## src/rtl/rtcc_pkg.sv

```systemverilog
package rtcc_pkg;

  localparam int BYTE_W   = 8;
  localparam int NUM_REGS = 10;

  localparam int IDX_SEC  = 0;
  localparam int IDX_ASEC = 1;
  localparam int IDX_MIN  = 2;
  localparam int IDX_AMIN = 3;
  localparam int IDX_HR   = 4;
  localparam int IDX_AHR  = 5;
  localparam int IDX_DOW  = 6;
  localparam int IDX_DATE = 7;
  localparam int IDX_MON  = 8;
  localparam int IDX_YR   = 9;

  typedef logic [BYTE_W-1:0] byte_t;

  typedef struct packed {
    byte_t sec;
    byte_t min;
    byte_t hr;
    byte_t dow;
    byte_t date;
    byte_t mon;
    byte_t yr;
  } tod_t;

  // packed BCD byte to binary value
  function automatic byte_t bcd_to_bin(input byte_t b);
    return byte_t'(b[7:4]) * byte_t'(10) + byte_t'(b[3:0]);
  endfunction

  // binary value (0..99) to packed BCD byte
  function automatic byte_t bin_to_bcd(input byte_t v);
    byte_t tens, ones;
    tens = v / byte_t'(10);
    ones = v % byte_t'(10);
    return {tens[3:0], ones[3:0]};
  endfunction

  function automatic byte_t field_decode(input byte_t b, input logic bin);
    return bin ? b : bcd_to_bin(b);
  endfunction

  function automatic byte_t field_encode(input byte_t v, input logic bin);
    return bin ? v : bin_to_bcd(v);
  endfunction

  // month and year are binary values here
  function automatic byte_t month_days(input byte_t mo, input byte_t yr);
    byte_t n;
    case (mo)
      8'd4, 8'd6, 8'd9, 8'd11: n = 8'd30;
      8'd2:                    n = (yr[1:0] == 2'b00) ? 8'd29 : 8'd28;
      default:                 n = 8'd31;
    endcase
    return n;
  endfunction

  // an alarm byte with both top bits set matches anything
  function automatic logic alarm_field_hit(input byte_t alm, input byte_t cur);
    return (alm[7:6] == 2'b11) || (alm == cur);
  endfunction

  function automatic byte_t reg_reset_val(input int idx);
    return (idx == IDX_DOW || idx == IDX_DATE || idx == IDX_MON) ? 8'h01 : 8'h00;
  endfunction

  function automatic byte_t reg_write_mask(input int idx);
    return (idx == IDX_SEC) ? 8'h7F : 8'hFF;
  endfunction

endpackage

```

## src/rtl/rtcc_next_time.sv

```systemverilog
module rtcc_next_time
  import rtcc_pkg::*;
(
  input  tod_t cur,
  input  logic bin_mode,
  input  logic hr24,
  output tod_t nxt,
  output logic day_carry
);

  byte_t s, m, h, dw, d, mo, y, dim, hx;
  logic  pm, c_sec, c_min, c_hr, c_day, c_mon;

  always_comb begin
    s   = field_decode(cur.sec, bin_mode);
    m   = field_decode(cur.min, bin_mode);
    h   = hr24 ? field_decode(cur.hr, bin_mode)
               : field_decode({1'b0, cur.hr[6:0]}, bin_mode);
    pm  = cur.hr[7];
    dw  = field_decode(cur.dow, bin_mode);
    d   = field_decode(cur.date, bin_mode);
    mo  = field_decode(cur.mon, bin_mode);
    y   = field_decode(cur.yr, bin_mode);
    dim = month_days(mo, y);
    hx  = '0;
    nxt = cur;

    c_sec   = (s >= 8'd59);
    nxt.sec = c_sec ? 8'h00 : field_encode(s + 8'd1, bin_mode);

    c_min = c_sec && (m >= 8'd59);
    if (c_sec) nxt.min = (m >= 8'd59) ? 8'h00 : field_encode(m + 8'd1, bin_mode);

    c_hr = 1'b0;
    if (c_min) begin
      if (hr24) begin
        c_hr   = (h >= 8'd23);
        nxt.hr = c_hr ? 8'h00 : field_encode(h + 8'd1, bin_mode);
      end else if (h == 8'd11) begin
        hx     = field_encode(8'd12, bin_mode);
        nxt.hr = {~pm, hx[6:0]};
        c_hr   = pm;
      end else if (h >= 8'd12) begin
        nxt.hr = {pm, 7'd1};
      end else begin
        hx     = field_encode(h + 8'd1, bin_mode);
        nxt.hr = {pm, hx[6:0]};
      end
    end

    c_day = c_hr && (d >= dim);
    c_mon = c_day && (mo >= 8'd12);
    if (c_hr) begin
      nxt.dow  = (dw >= 8'd7) ? 8'h01 : field_encode(dw + 8'd1, bin_mode);
      nxt.date = c_day ? 8'h01 : field_encode(d + 8'd1, bin_mode);
    end
    if (c_day) nxt.mon = c_mon ? 8'h01 : field_encode(mo + 8'd1, bin_mode);
    if (c_mon) nxt.yr  = (y >= 8'd99) ? 8'h00 : field_encode(y + 8'd1, bin_mode);

    day_carry = c_hr;
  end

endmodule

```

## src/rtl/rtcc_alarm_match.sv

```systemverilog
module rtcc_alarm_match
  import rtcc_pkg::*;
#(
  parameter int N_FIELDS = 3
) (
  input  byte_t alm   [N_FIELDS],
  input  byte_t cur   [N_FIELDS],
  output logic  match
);

  logic [N_FIELDS-1:0] hit;

  for (genvar gi = 0; gi < N_FIELDS; gi++) begin : g_field
    assign hit[gi] = alarm_field_hit(alm[gi], cur[gi]);
  end

  assign match = &hit;

endmodule

```

## src/rtl/rtc_calendar.sv

```systemverilog
module rtc_calendar
  import rtcc_pkg::*;
#(
  parameter int ADDR_W = 4
) (
  input  logic              clk,
  input  logic              rst_n,
  input  logic              tick_1hz,
  input  logic              upd_en,
  input  logic              bin_mode,
  input  logic              hr24,
  input  logic              reg_wr,
  input  logic [ADDR_W-1:0] reg_addr,
  input  logic [7:0]        reg_wdata,
  output logic [7:0]        reg_rdata,
  output logic              uip,
  output logic              alarm_hit
);

  localparam int N_ALM = 3;

  byte_t regs_q [NUM_REGS];
  byte_t nxt_b  [NUM_REGS];
  tod_t  cur_tod, nxt_tod;
  byte_t alm_v  [N_ALM];
  byte_t tim_v  [N_ALM];

  // named internal events
  logic  adv_fire, alm_match, day_carry;
  byte_t sec_q, min_q;
  logic  uip_q, alarm_q;

  assign adv_fire = tick_1hz && upd_en && !reg_wr;
  assign sec_q    = regs_q[IDX_SEC];
  assign min_q    = regs_q[IDX_MIN];

  assign cur_tod.sec  = regs_q[IDX_SEC];
  assign cur_tod.min  = regs_q[IDX_MIN];
  assign cur_tod.hr   = regs_q[IDX_HR];
  assign cur_tod.dow  = regs_q[IDX_DOW];
  assign cur_tod.date = regs_q[IDX_DATE];
  assign cur_tod.mon  = regs_q[IDX_MON];
  assign cur_tod.yr   = regs_q[IDX_YR];

  rtcc_next_time u_next (
    .cur       (cur_tod),
    .bin_mode  (bin_mode),
    .hr24      (hr24),
    .nxt       (nxt_tod),
    .day_carry (day_carry)
  );

  always_comb begin
    nxt_b[IDX_SEC]  = nxt_tod.sec;
    nxt_b[IDX_ASEC] = regs_q[IDX_ASEC];
    nxt_b[IDX_MIN]  = nxt_tod.min;
    nxt_b[IDX_AMIN] = regs_q[IDX_AMIN];
    nxt_b[IDX_HR]   = nxt_tod.hr;
    nxt_b[IDX_AHR]  = regs_q[IDX_AHR];
    nxt_b[IDX_DOW]  = nxt_tod.dow;
    nxt_b[IDX_DATE] = nxt_tod.date;
    nxt_b[IDX_MON]  = nxt_tod.mon;
    nxt_b[IDX_YR]   = nxt_tod.yr;
  end

  assign alm_v[0] = regs_q[IDX_ASEC];
  assign alm_v[1] = regs_q[IDX_AMIN];
  assign alm_v[2] = regs_q[IDX_AHR];
  assign tim_v[0] = nxt_tod.sec;
  assign tim_v[1] = nxt_tod.min;
  assign tim_v[2] = nxt_tod.hr;

  rtcc_alarm_match #(.N_FIELDS(N_ALM)) u_alarm (
    .alm   (alm_v),
    .cur   (tim_v),
    .match (alm_match)
  );

  // register file: a write wins over an advance in the same cycle
  always_ff @(posedge clk) begin
    for (int i = 0; i < NUM_REGS; i++) begin
      if (!rst_n)
        regs_q[i] <= reg_reset_val(i);
      else if (reg_wr && reg_addr == ADDR_W'(i))
        regs_q[i] <= reg_wdata & reg_write_mask(i);
      else if (adv_fire)
        regs_q[i] <= nxt_b[i];
    end
  end

  always_ff @(posedge clk) begin
    if (!rst_n) begin
      uip_q   <= 1'b0;
      alarm_q <= 1'b0;
    end else begin
      uip_q   <= adv_fire;
      alarm_q <= adv_fire && alm_match;
    end
  end

  always_comb begin
    reg_rdata = '0;
    for (int i = 0; i < NUM_REGS; i++)
      if (reg_addr == ADDR_W'(i)) reg_rdata = regs_q[i];
  end

  assign uip       = uip_q;
  assign alarm_hit = alarm_q;

endmodule

```

## config.mk

```make
export PLATFORM = sky130hd
export DESIGN_NAME = rtc_calendar
export DESIGN_NICKNAME = d
export VERILOG_FILES = /design/src/rtl/rtcc_pkg.sv /design/src/rtl/rtcc_next_time.sv /design/src/rtl/rtcc_alarm_match.sv /design/src/rtl/rtc_calendar.sv
export SDC_FILE = /design/constraint.sdc
export NUM_CORES = 1
export LEC_CHECK = 0
export CORE_ASPECT_RATIO = 0.75
export CORE_MARGIN = 1
export CORE_UTILIZATION = 40
export DETAILED_ROUTE_END_ITERATION = 10
export PLACE_DENSITY = 0.62
export SLEW_MARGIN = 20
export SYNTH_ARGS = -nofsm -noshare
export SYNTH_HDL_FRONTEND = slang
export SYNTH_SLANG_ARGS = --single-unit
```

## constraint.sdc

```tcl
create_clock -name clk -period 11.8 [get_ports clk]
set_input_delay 1.77 -clock clk [delete_from_list [all_inputs] [get_ports clk]]
set_output_delay 1.77 -clock clk [all_outputs]
set_load 0.05 [all_outputs]
```

After elaboration in Yosys (flattened, before gate mapping) --
Memories as Yosys holds them, arrays and structs flattened. Cells that the tools add are included.
Cells by class: $add $sub $neg 15, $mul 8, divide/modulo/power cells 14, order comparisons 8, equality and inequality tests 21, muxes and demuxes 129, bitwise gates (word level) 21, reductions and logical operators 24
Operators with widths (number):
- $mux W8 | 59
- $mux W1 | 66
- $add A8 B1 Y8 const B | 7
- $add A8 B4 Y8 | 7
- $div A8 B4 Y8 const B | 7
- $mod A8 B4 Y8 const B | 7
- $mul A4 B3 Y7 const B | 7
- $eq A8 B4 Y1 const B | 3
- $eq A8 B8 Y1 | 3
- $or A1 B1 Y1 | 20
- $eq A4 B3 Y1 const B | 4
- $eq A8 B3 Y1 const B | 2
- $ge A8 B4 Y1 const B | 2
- $ge A8 B6 Y1 const B | 2
- $logic_and A1 B1 Y1 | 16
- $mux W16 | 1
- $pmux W8 S2 | 1
- $add A7 B4 Y8 | 1
- $eq A4 B2 Y1 const B | 2
- $eq A4 B4 Y1 const B | 2
- $eq A8 B2 Y1 const B | 1
- $ge A8 B3 Y1 const B | 1
- $ge A8 B5 Y1 const B | 1
- $ge A8 B7 Y1 const B | 1
- other kinds (13) | 17
Storage, ports and cells: register bits 2, bits in writable memories 80, bits of input ports 19, output and inout port bits 10, word-level logic and storage cells 243, memories kept 1
Memories:
- regs_q | words 10, width 8, read ports 10, clocked after Yosys merged registers in 0, wr ports 10, RTL line rtc_calendar.sv:22 | byte_t regs_q [NUM_REGS];

Logic depth before layout (Yosys ltp) --
Gate-level depths: netlist of run 1. An unclocked memory read counts as a cell.
word-level depth 16, gate-level depth with buffers 38, mapped depth without buffers 27

Hierarchy --
A second synthesis of run 1 with hierarchy kept.
Second synthesis, totals: cell total of the unflattened synthesis 1819, area, all modules 14517.7 sq um
Modules (own cells, without submodules):
- rtcc_next_time | instances 1, cells an instance 1437, area an instance 9882.0 sq um, sequential area each 0.0 sq um
- rtc_calendar | instances 1, cells an instance 348, area an instance 4355.4 sq um, sequential area each 2442.3 sq um
- rtcc_alarm_match | instances 1, cells an instance 34, area an instance 280.3 sq um, sequential area each 0.0 sq um

Worst setup path after synthesis of run 1 --
OpenSTA, ideal clock, no wires.
path type input -> register, from in bin_mode, to reg alarm_q, in the netlist alarm_hit, library setup time 86 ps, arrival 8661 ps, data required time 11714 ps, path slack 3052 ps, stages 34, path buffers 14, cells stage by stage buf_6 > buf_6 > buf_8 > buf_6 > buf_6 > buf_6 > buf_4 > buf_2 > buf_2 > clkbuf_1 > buf_1 > clkbuf_1 > buf_1 > mux2_2 > ha_1 > nand2b_4 > nand2b_4 > nor3_2 > a21oi_1 > or2_2 > ha_1 > and2_0 > a22o_1 > or2_1 > buf_6 > a22oi_2 > o22ai_1 > a21o_1 > o41a_1 > a2111o_1 > a32oi_2 > xor2_1 > nand4_1 > a221oi_2
On the way: word-level cells in the longest chain between the ends 13, elaborated cells on any way between the ends 40, those cells by class add/sub: 3; div: 6; order compare: 4; eq/ne: 4; mux: 17; reduce/logical: 6
Ends and longest elaborated chain:
- start: declaration | RTL line rtc_calendar.sv:10 | input logic bin_mode,
- $mux W8 | RTL line rtcc_pkg.sv:43 | return bin ? b : bcd_to_bin(b);
- $mux W8 | RTL line rtcc_next_time.sv:17 | h = hr24 ? field_decode(cur.hr, bin_mode)
- $add A8 B1 Y8 | RTL line rtcc_next_time.sv:38, rtcc_next_time.sv:46
- $mod A8 B4 Y8 / $div A8 B4 Y8 (equally long branches) | RTL line rtcc_pkg.sv:38, rtcc_pkg.sv:37
- $mux W8 | RTL line rtcc_pkg.sv:47 | return bin ? v : bin_to_bcd(v);
- $mux W7 | RTL line rtcc_next_time.sv:43 | end else if (h >= 8'd12) begin
- $mux W8 | RTL line rtcc_next_time.sv:39 | end else if (h == 8'd11) begin
- $mux W8 | RTL line rtcc_next_time.sv:36 | if (hr24) begin
- $mux W8 | RTL line rtcc_next_time.sv:35 | if (c_min) begin
- $eq A8 B8 Y1 | RTL line rtcc_pkg.sv:63 | return (alm[7:6] == 2'b11) || (alm == cur);
- $logic_or A1 B1 Y1 | RTL line rtcc_pkg.sv:63
- $reduce_and A3 Y1 (*) | RTL line rtcc_alarm_match.sv:17 | assign match = &hit;
- $logic_and A1 B1 Y1 (*) | RTL line rtc_calendar.sv:97 | alarm_q <= adv_fire && alm_match;
- end signal: assignment | RTL line rtc_calendar.sv:97
- end: declaration | RTL line rtc_calendar.sv:31 | logic uip_q, alarm_q;
Every way passes the cells marked *; elsewhere a longest branch is shown, timed or not. A chain may end at the register's enable or synchronous reset.

Worst setup path after layout of run 1 --
Same ends and word-level chain as after synthesis.

==> results_dict.tcl, run 1 <==
set metrics [dict create \
    slew_headroom_pct 29.2 \
    final_cell_area_sq_um 14100 \
    worst_clock_skew_ps 7.29 \
    io_buffer_count 28 \
    grt_max_degree 76 \
    hp-start "regs_q[1][6]$_SDFFCE_PN0P_" \
    status "completed" \
    seq_power_share_pct 22.7 \
    fp.coreArea_sq_um 32500 \
    clkPwrFrac_pct 18.1 \
    timing.rr.start "regs_q[4][5]$_DFFE_PP_" \
    post_cts_buffers 0 \
    finalSetupTns_ps 0 \
    synth-compound-area-share_pct 29.6 \
    p_leak_nw 5.26 \
    drv_cap 0 \
    route.detailed.drc 0 \
    synthTopCellsByArea "edfxtp_1, ha_1, nand2_1, xnor2_1, a21oi_1" \
    cp-startpoint "bin_mode" \
    synth_async_sr_flop_share_pct 0 \
    grt_pass1_vias 11700 \
    wirelength_um 39400 \
    seq_area_frac_synth_pct 18.4 \
    holdBufCountCts 0 \
    hold_viol_final 0 \
    clockBufferDepth 2 \
    switching_share_pct 45.9 \
    nFillCells 3320 \
    internal_power_w 0.000889 \
    die_area_sq_um 33900 \
    syn_area_sq_um 13300 \
    area_growth_syn_to_layout_pct 6.16 \
    hold_class "flop to flop" \
    path_max_fanout 75 \
    synth-simple-area-share_pct 24.1 \
    crit_type "input port to flop" \
    synth_top_cell_area_share_pct 18.1 \
    cp_slowest_cell "buf_4" \
    period_share_pct 64.9 \
    powerDensity_nw_per_um2 117 \
    fin_util_pct 43.3 \
    yosys_warnings 0 \
    grt_pass1_wl_um 63000 \
    htreeDepth 3 \
    worstPathArrival_ps 7910 \
    num_rows 57 \
    routedWlPerCell_um 19.0 \
    cts_buffers 9 \
    initial_utilization_pct 40.8 \
    syn_avg_cell_area_sq_um 8.02 \
    place_area_sq_um 13800 \
    finalCriticalPeriod_ps 7650 \
    cts_root_buffer "clkbuf_16" \
    critPathCaptureType "flop" \
    rsz0062_at_grt "false" \
    die_h_um 160 \
    vias 12900 \
    setup_violations 0 \
    nets 1750 \
    ys_ff_latch 82 \
    pin_count 29 \
    track_usage_pct 23.0 \
    synth_nets 1775 \
    path_delay_family "compound AO/OA/AOI/OAI gates" \
    ant_nets 0 \
    path_clk_slew_ps 60 \
    drt_iter0_drc 1573 \
    first_pass_iters 8 \
    cpPeakStageDelay_ps 710 \
    synthAdderAreaFrac_pct 10.9 \
    cp.buffers_inverters 2 \
    critPathLaunchType "input port" \
    via_per_inst 6.23 \
    synth_xor_area_share_pct 7.86 \
    max_slew.worst_pin.slew_ps 1050 \
    cts_sinks 82 \
    syn_inst 1652 \
    antenna_cells 0 \
    antenna_found_initial 0 \
    drv_slew 0 \
    yosys-mux-area-fraction_pct 4.52 \
    synth_cell_types 124 \
    ctsResizeCount 0 \
    ys.flop_type "edfxtp_1" \
    cts_tree "done" \
    synth_top_area_cell "edfxtp_1" \
    synth_edf_count 80 \
    gp_congestion 0.931 \
    power_frac_comb_pct 59.3 \
    ir_drop_mv 0.0832 \
    synth_top_family_by_area "compound AO/OA/AOI/OAI gates" \
    crit_path_frequent_cell "nor2_1" \
    die_w_um 212 \
    dp_hpwl_um 30000 \
    fmax_mhz 131 \
    p_switching_w 0.000755 \
    required_ps 12050 \
    overflow 0 \
    drive_gt1_share_pct 7.66 \
    clock_latency_ps 340 \
]
-- stage by stage --
step | setup WS, ps | hold WS, ps | power (W) | cells
floorplan | 3050 | 582 | 0.00113 | 1652
global placement | 3940 | 647 | 0.00131 | 2058
detailed placement | 3760 | 668 | 0.00133 | 2058
CTS | 4110 | 677 | 0.00163 | 2073
global route | 3460 | 730 | 0.00176 | 2073
finish | 4150 | 675 | 0.00164 | 2073
-- registers in the layout, indices dropped and copies added (netlist names) --
register,cells
regs_q,80
alarm_hit,1
uip,1
-- area by class of cell --
type                    count  area [sq um]  share of cell area (%)
multi-input cells        1439         10200                    72.6
flip-flops and latches     82          2440                    17.4
well taps                 442           553                    3.93
repair buffers             35           330                    2.35
inverters                  60           228                    1.62
clock buffers               9           225                    1.60
clock inverters             6          81.3                   0.578
-- worst reg2reg max path: cells and delay by family, from the launching register on --
kind	cells	cell delay [ps]
flops	1	780
fa+ha+maj	4	1440
simple gates	9	2100
xor+xnor	1	140
mux	1	300
compound gates	8	2040
-- power by group through the flow --
| stage | Combinational (W) | Clock, W | Sequential (W) |
|---|---|---|---|
| after floorplan | 0.000771 | 0 | 0.000362 |
| after global placement | 0.000937 | 0 | 0.000377 |
| after detailed placement | 0.000954 | 0 | 0.000378 |
| after CTS | 0.000961 | 0.000297 | 0.000372 |
| after global routing | 0.00108 | 0.000308 | 0.000375 |
| final | 0.000974 | 0.000297 | 0.000373 |
-- final timing paths --
| check | end | slack [ps] | cells past startpoint |
|---|---|---|---|
| worst max register to register | alarm_hit$_SDFF_PN0_ | 4880 | 23 |
| worst min-delay path | alarm_hit$_SDFF_PN0_ | 680 | 2 |
| worst min register to register | alarm_hit$_SDFF_PN0_ | 680 | 2 |
| worst max-delay path | alarm_hit$_SDFF_PN0_ | 4150 | 26 |
-- metal layers --
metal	part of all wire, %	global-route usage (%)
met1	48	35.4
met2	43	34.1
met3	7.4	2.50
met4	1.5	4.61
met5	0	0
-- cells in the mapped netlist, types with 7 or more instances --
library cell,n
a22o_1,13
nor2b_1,23
a311oi_1,7
o21ai_0,92
buf_2,13
a22oi_1,11
inv_1,56
nor2_1,127
nand3_1,48
and2_1,35
or2_2,9
nand2b_1,27
edfxtp_1,80
a21oi_1,110
xnor2_1,66
and3_1,26
o22ai_1,37
a221oi_1,7
nor3_1,46
xor2_1,43
a21o_1,25
or3_1,19
a211oi_1,21
nor3b_1,9
nand2_1,165
nor4_1,12
o31ai_1,18
mux2i_1,31
buf_6,9
ha_1,90
a31oi_1,20
buf_1,7
a211oi_2,7
clkbuf_1,37
o211ai_1,28
nand4_1,16
mux2_2,14
a2111oi_0,9
fa_1,14
o21ai_1,21
-- cells in the final DEF (no fill, tap or decap), drive strengths merged, types with 19 or more instances in the layout --
cell and instances:
a211oi 29, a21o 25, a21oi 115, a31oi 20, and2 36, and3 26, clkdlybuf4s50 27, edfxtp 80
ha 90, inv 61, mux2i 34, nand2 165, nand2b 29, nand3 50, nor2 129, nor2b 23
nor3 51, o211ai 30, o21ai 116, o22ai 37, o31ai 22, or3 19, xnor2 69, xor2 44
-- kinds of logic (layout without fill, tap and decap cells) --
family          Yosys count  count (layout)
simple gates            618             618
compound gates          547             547
buf+inv                 131             110
xor+xnor                113             113
fa+ha+maj               108             108
flops                    82              82
mux                      52              52
other cells               1               1
Power figures use the tool's default switching activity.
==> inputs of run 2 (changes only) <==
==> constraint.sdc (replaced) <==
create_clock -name clk -period 7.1 [get_ports clk]
set_input_delay 1.065 -clock clk [delete_from_list [all_inputs] [get_ports clk]]
set_output_delay 1.065 -clock clk [all_outputs]
set_load 0.05 [all_outputs]
==> run 2 against run 1 <==
Setup slack lost 3500 ps. Final area grew 1.4%. Routed wire length rose by 2.4%. Sequential cell count stayed put. Utilization grew 0.62 points. Clock power up 63%. Total power up 67%. First-iteration DRC count fell by 7.2%. Critical endpoint unchanged. Highest routed layer unchanged.
==> results_dict.tcl, run 2 (synthesis results as in run 1) <==
set metrics [dict create \
    p_leak_nw 5.35 \
    holdBufCountCts 0 \
    antenna_found_initial 1 \
    nets 1764 \
    track_usage_pct 23.4 \
    largest_reg_flops 80 \
    internal_power_w 0.00147 \
    grt_max_degree 75 \
    die_w_um 212 \
    path_clk_slew_ps 60 \
    fmax_mhz 156 \
    clockBufferDepth 2 \
    rsz0062_at_grt "false" \
    ir_drop_mv 0.111 \
    seq_power_share_pct 22.4 \
    critPathLaunchType "flop" \
    final_cell_mix "nand2_1, nor2_1, a21oi_1" \
    clock_latency_ps 350 \
    hold_depth 2 \
    period_share_pct 90.4 \
    hp-start "regs_q[1][6]$_SDFFCE_PN0P_" \
    routedWlPerCell_um 19.3 \
    overflow 0 \
    reg2regPathDepth 23 \
    wirelength_um 40400 \
    hold_class "flop to flop" \
    finalSetupTns_ps 0 \
    drv_slew 0 \
    hold_end "alarm_hit$_SDFF_PN0_" \
    die_h_um 160 \
    powerDensity_nw_per_um2 193 \
    setup_slack_ps 683 \
    cp_slowest_cell "edfxtp_1" \
    ctsResizeCount 0 \
    path_delay_family "compound AO/OA/AOI/OAI gates" \
    switching_share_pct 46.5 \
    die_area_sq_um 33900 \
    preCtsSetupSlack_ps 637 \
    power_frac_comb_pct 60.0 \
    worst_clock_skew_ps 12.6 \
    cts_sinks 82 \
    cpPeakStageDelay_ps 640 \
    area_growth_syn_to_layout_pct 7.69 \
    largest-register "regs_q" \
    gp_congestion 0.878 \
    status "completed" \
    critPathCaptureType "flop" \
    timing.rr.start "regs_q[4][6]$_DFFE_PP_" \
    drv_cap 0 \
    required_ps 7370 \
    pin_count 29 \
    worstPathArrival_ps 6680 \
    cp_cell_sequence "ha_1 -> ha_1 -> fa_1 -> nand2_1 -> a21oi_1 -> xor2_1 -> a221oi_4 -> nor3_2 -> or2_4 -> ha_4 -> a21oi_1 -> o32ai_2 -> or2_1 -> o21ai_1 -> mux2i_1 -> nor3_1 -> o41a_1 -> a311oi_2 -> o21ai_1 -> a32oi_2 -> xor2_1 -> nand4_1 -> a221oi_2" \
    slew_headroom_pct 26.3 \
    htreeDepth 3 \
    fin_util_pct 43.9 \
    cts_tree "done" \
    drt_iter0_drc 1459 \
    dp_hpwl_um 31000 \
    fp.coreArea_sq_um 32500 \
    num_rows 57 \
    r2r_slack_ps 680 \
    path_max_fanout 10 \
    via_per_inst 6.28 \
    max_slew.worst_pin.slew_ps 1100 \
    hold_viol_final 0 \
    cts_buffers 9 \
    final_common_cell "nand2_1" \
    io_buffer_count 28 \
    ant_nets 0 \
    holdWs_ps 672 \
    drive_gt1_share_pct 9.05 \
    cts_root_buffer "clkbuf_16" \
    initial_utilization_pct 40.8 \
    finalCriticalPeriod_ps 6420 \
    r2r-end "alarm_hit$_SDFF_PN0_" \
    p_switching_w 0.00128 \
    setup_violations 0 \
    grt_pass1_wl_um 63700 \
    first_pass_iters 8 \
    vias 13100 \
    cp.buffers_inverters 0 \
    clkPwrFrac_pct 17.5 \
    post_cts_buffers 0 \
    grt_pass1_vias 11900 \
    crit_type "flop to flop" \
    route.detailed.drc 0 \
]
-- run 2: cell type report --
class                   instances  area (sq um)
diodes                          1          2.50
clock buffers                  10           229
clock inverters                 6          73.8
fillers                      3315         18300
inverters                      60           228
multi-input cells            1439         10300
flip-flops and latches         82          2440
well taps                     442           553
repair buffers                 49           448
-- run 2: routing by layer --
metal / GRT usage (%) / wire (um)
met1: 35.9 / 19400
met2: 34.8 / 17200
met5: 0 / 0
met3: 2.60 / 2980
met4: 4.74 / 767
-- run 2: power by group through the flow --
stage | logic, W | registers [W] | clock network, W
5_1_grt | 0.00182 | 0.000622 | 0.000498
3_5_place_dp | 0.00162 | 0.000627 | 0
3_3_place_gp | 0.00159 | 0.000626 | 0
6_report | 0.00165 | 0.000618 | 0.000483
2_1_floorplan | 0.00130 | 0.000602 | 0
4_1_cts | 0.00163 | 0.000616 | 0.000482
-- run 2: how the worst max path moves through the flow --
stage	startpoint	to	slack [ps]	cells past startpoint
4_1_cts	regs_q[4][6]$_DFFE_PP_	alarm_hit$_SDFF_PN0_	710	23
5_1_grt	regs_q[4][6]$_DFFE_PP_	alarm_hit$_SDFF_PN0_	100	23
6_report	regs_q[4][6]$_DFFE_PP_	alarm_hit$_SDFF_PN0_	680	23
3_5_place_dp	bin_mode	alarm_hit$_SDFF_PN0_	640	23
3_3_place_gp	bin_mode	alarm_hit$_SDFF_PN0_	790	23
2_1_floorplan	bin_mode	alarm_hit$_SDFF_PN0_	9	35
-- run 2: worst reg2reg max path, delay by kind of cell (launching register included) --
kind | cells | cell delay, ps
adder cells (fa/ha/maj) | 4 | 1450
flip-flops | 1 | 640
AO/OA/AOI/OAI | 10 | 2580
XOR/XNOR | 2 | 320
AND/OR/NAND/NOR | 6 | 1050
multiplexers | 1 | 300
-- run 2: through the flow --
stage	cell area (sq um)	total power, W	instances
6_report	14300	0.00275	2089
5_1_grt	14300	0.00294	2089
4_1_cts	14300	0.00272	2088
3_5_place_dp	14000	0.00224	2072
3_3_place_gp	14000	0.00221	2072
2_1_floorplan	13400	0.00190	1652
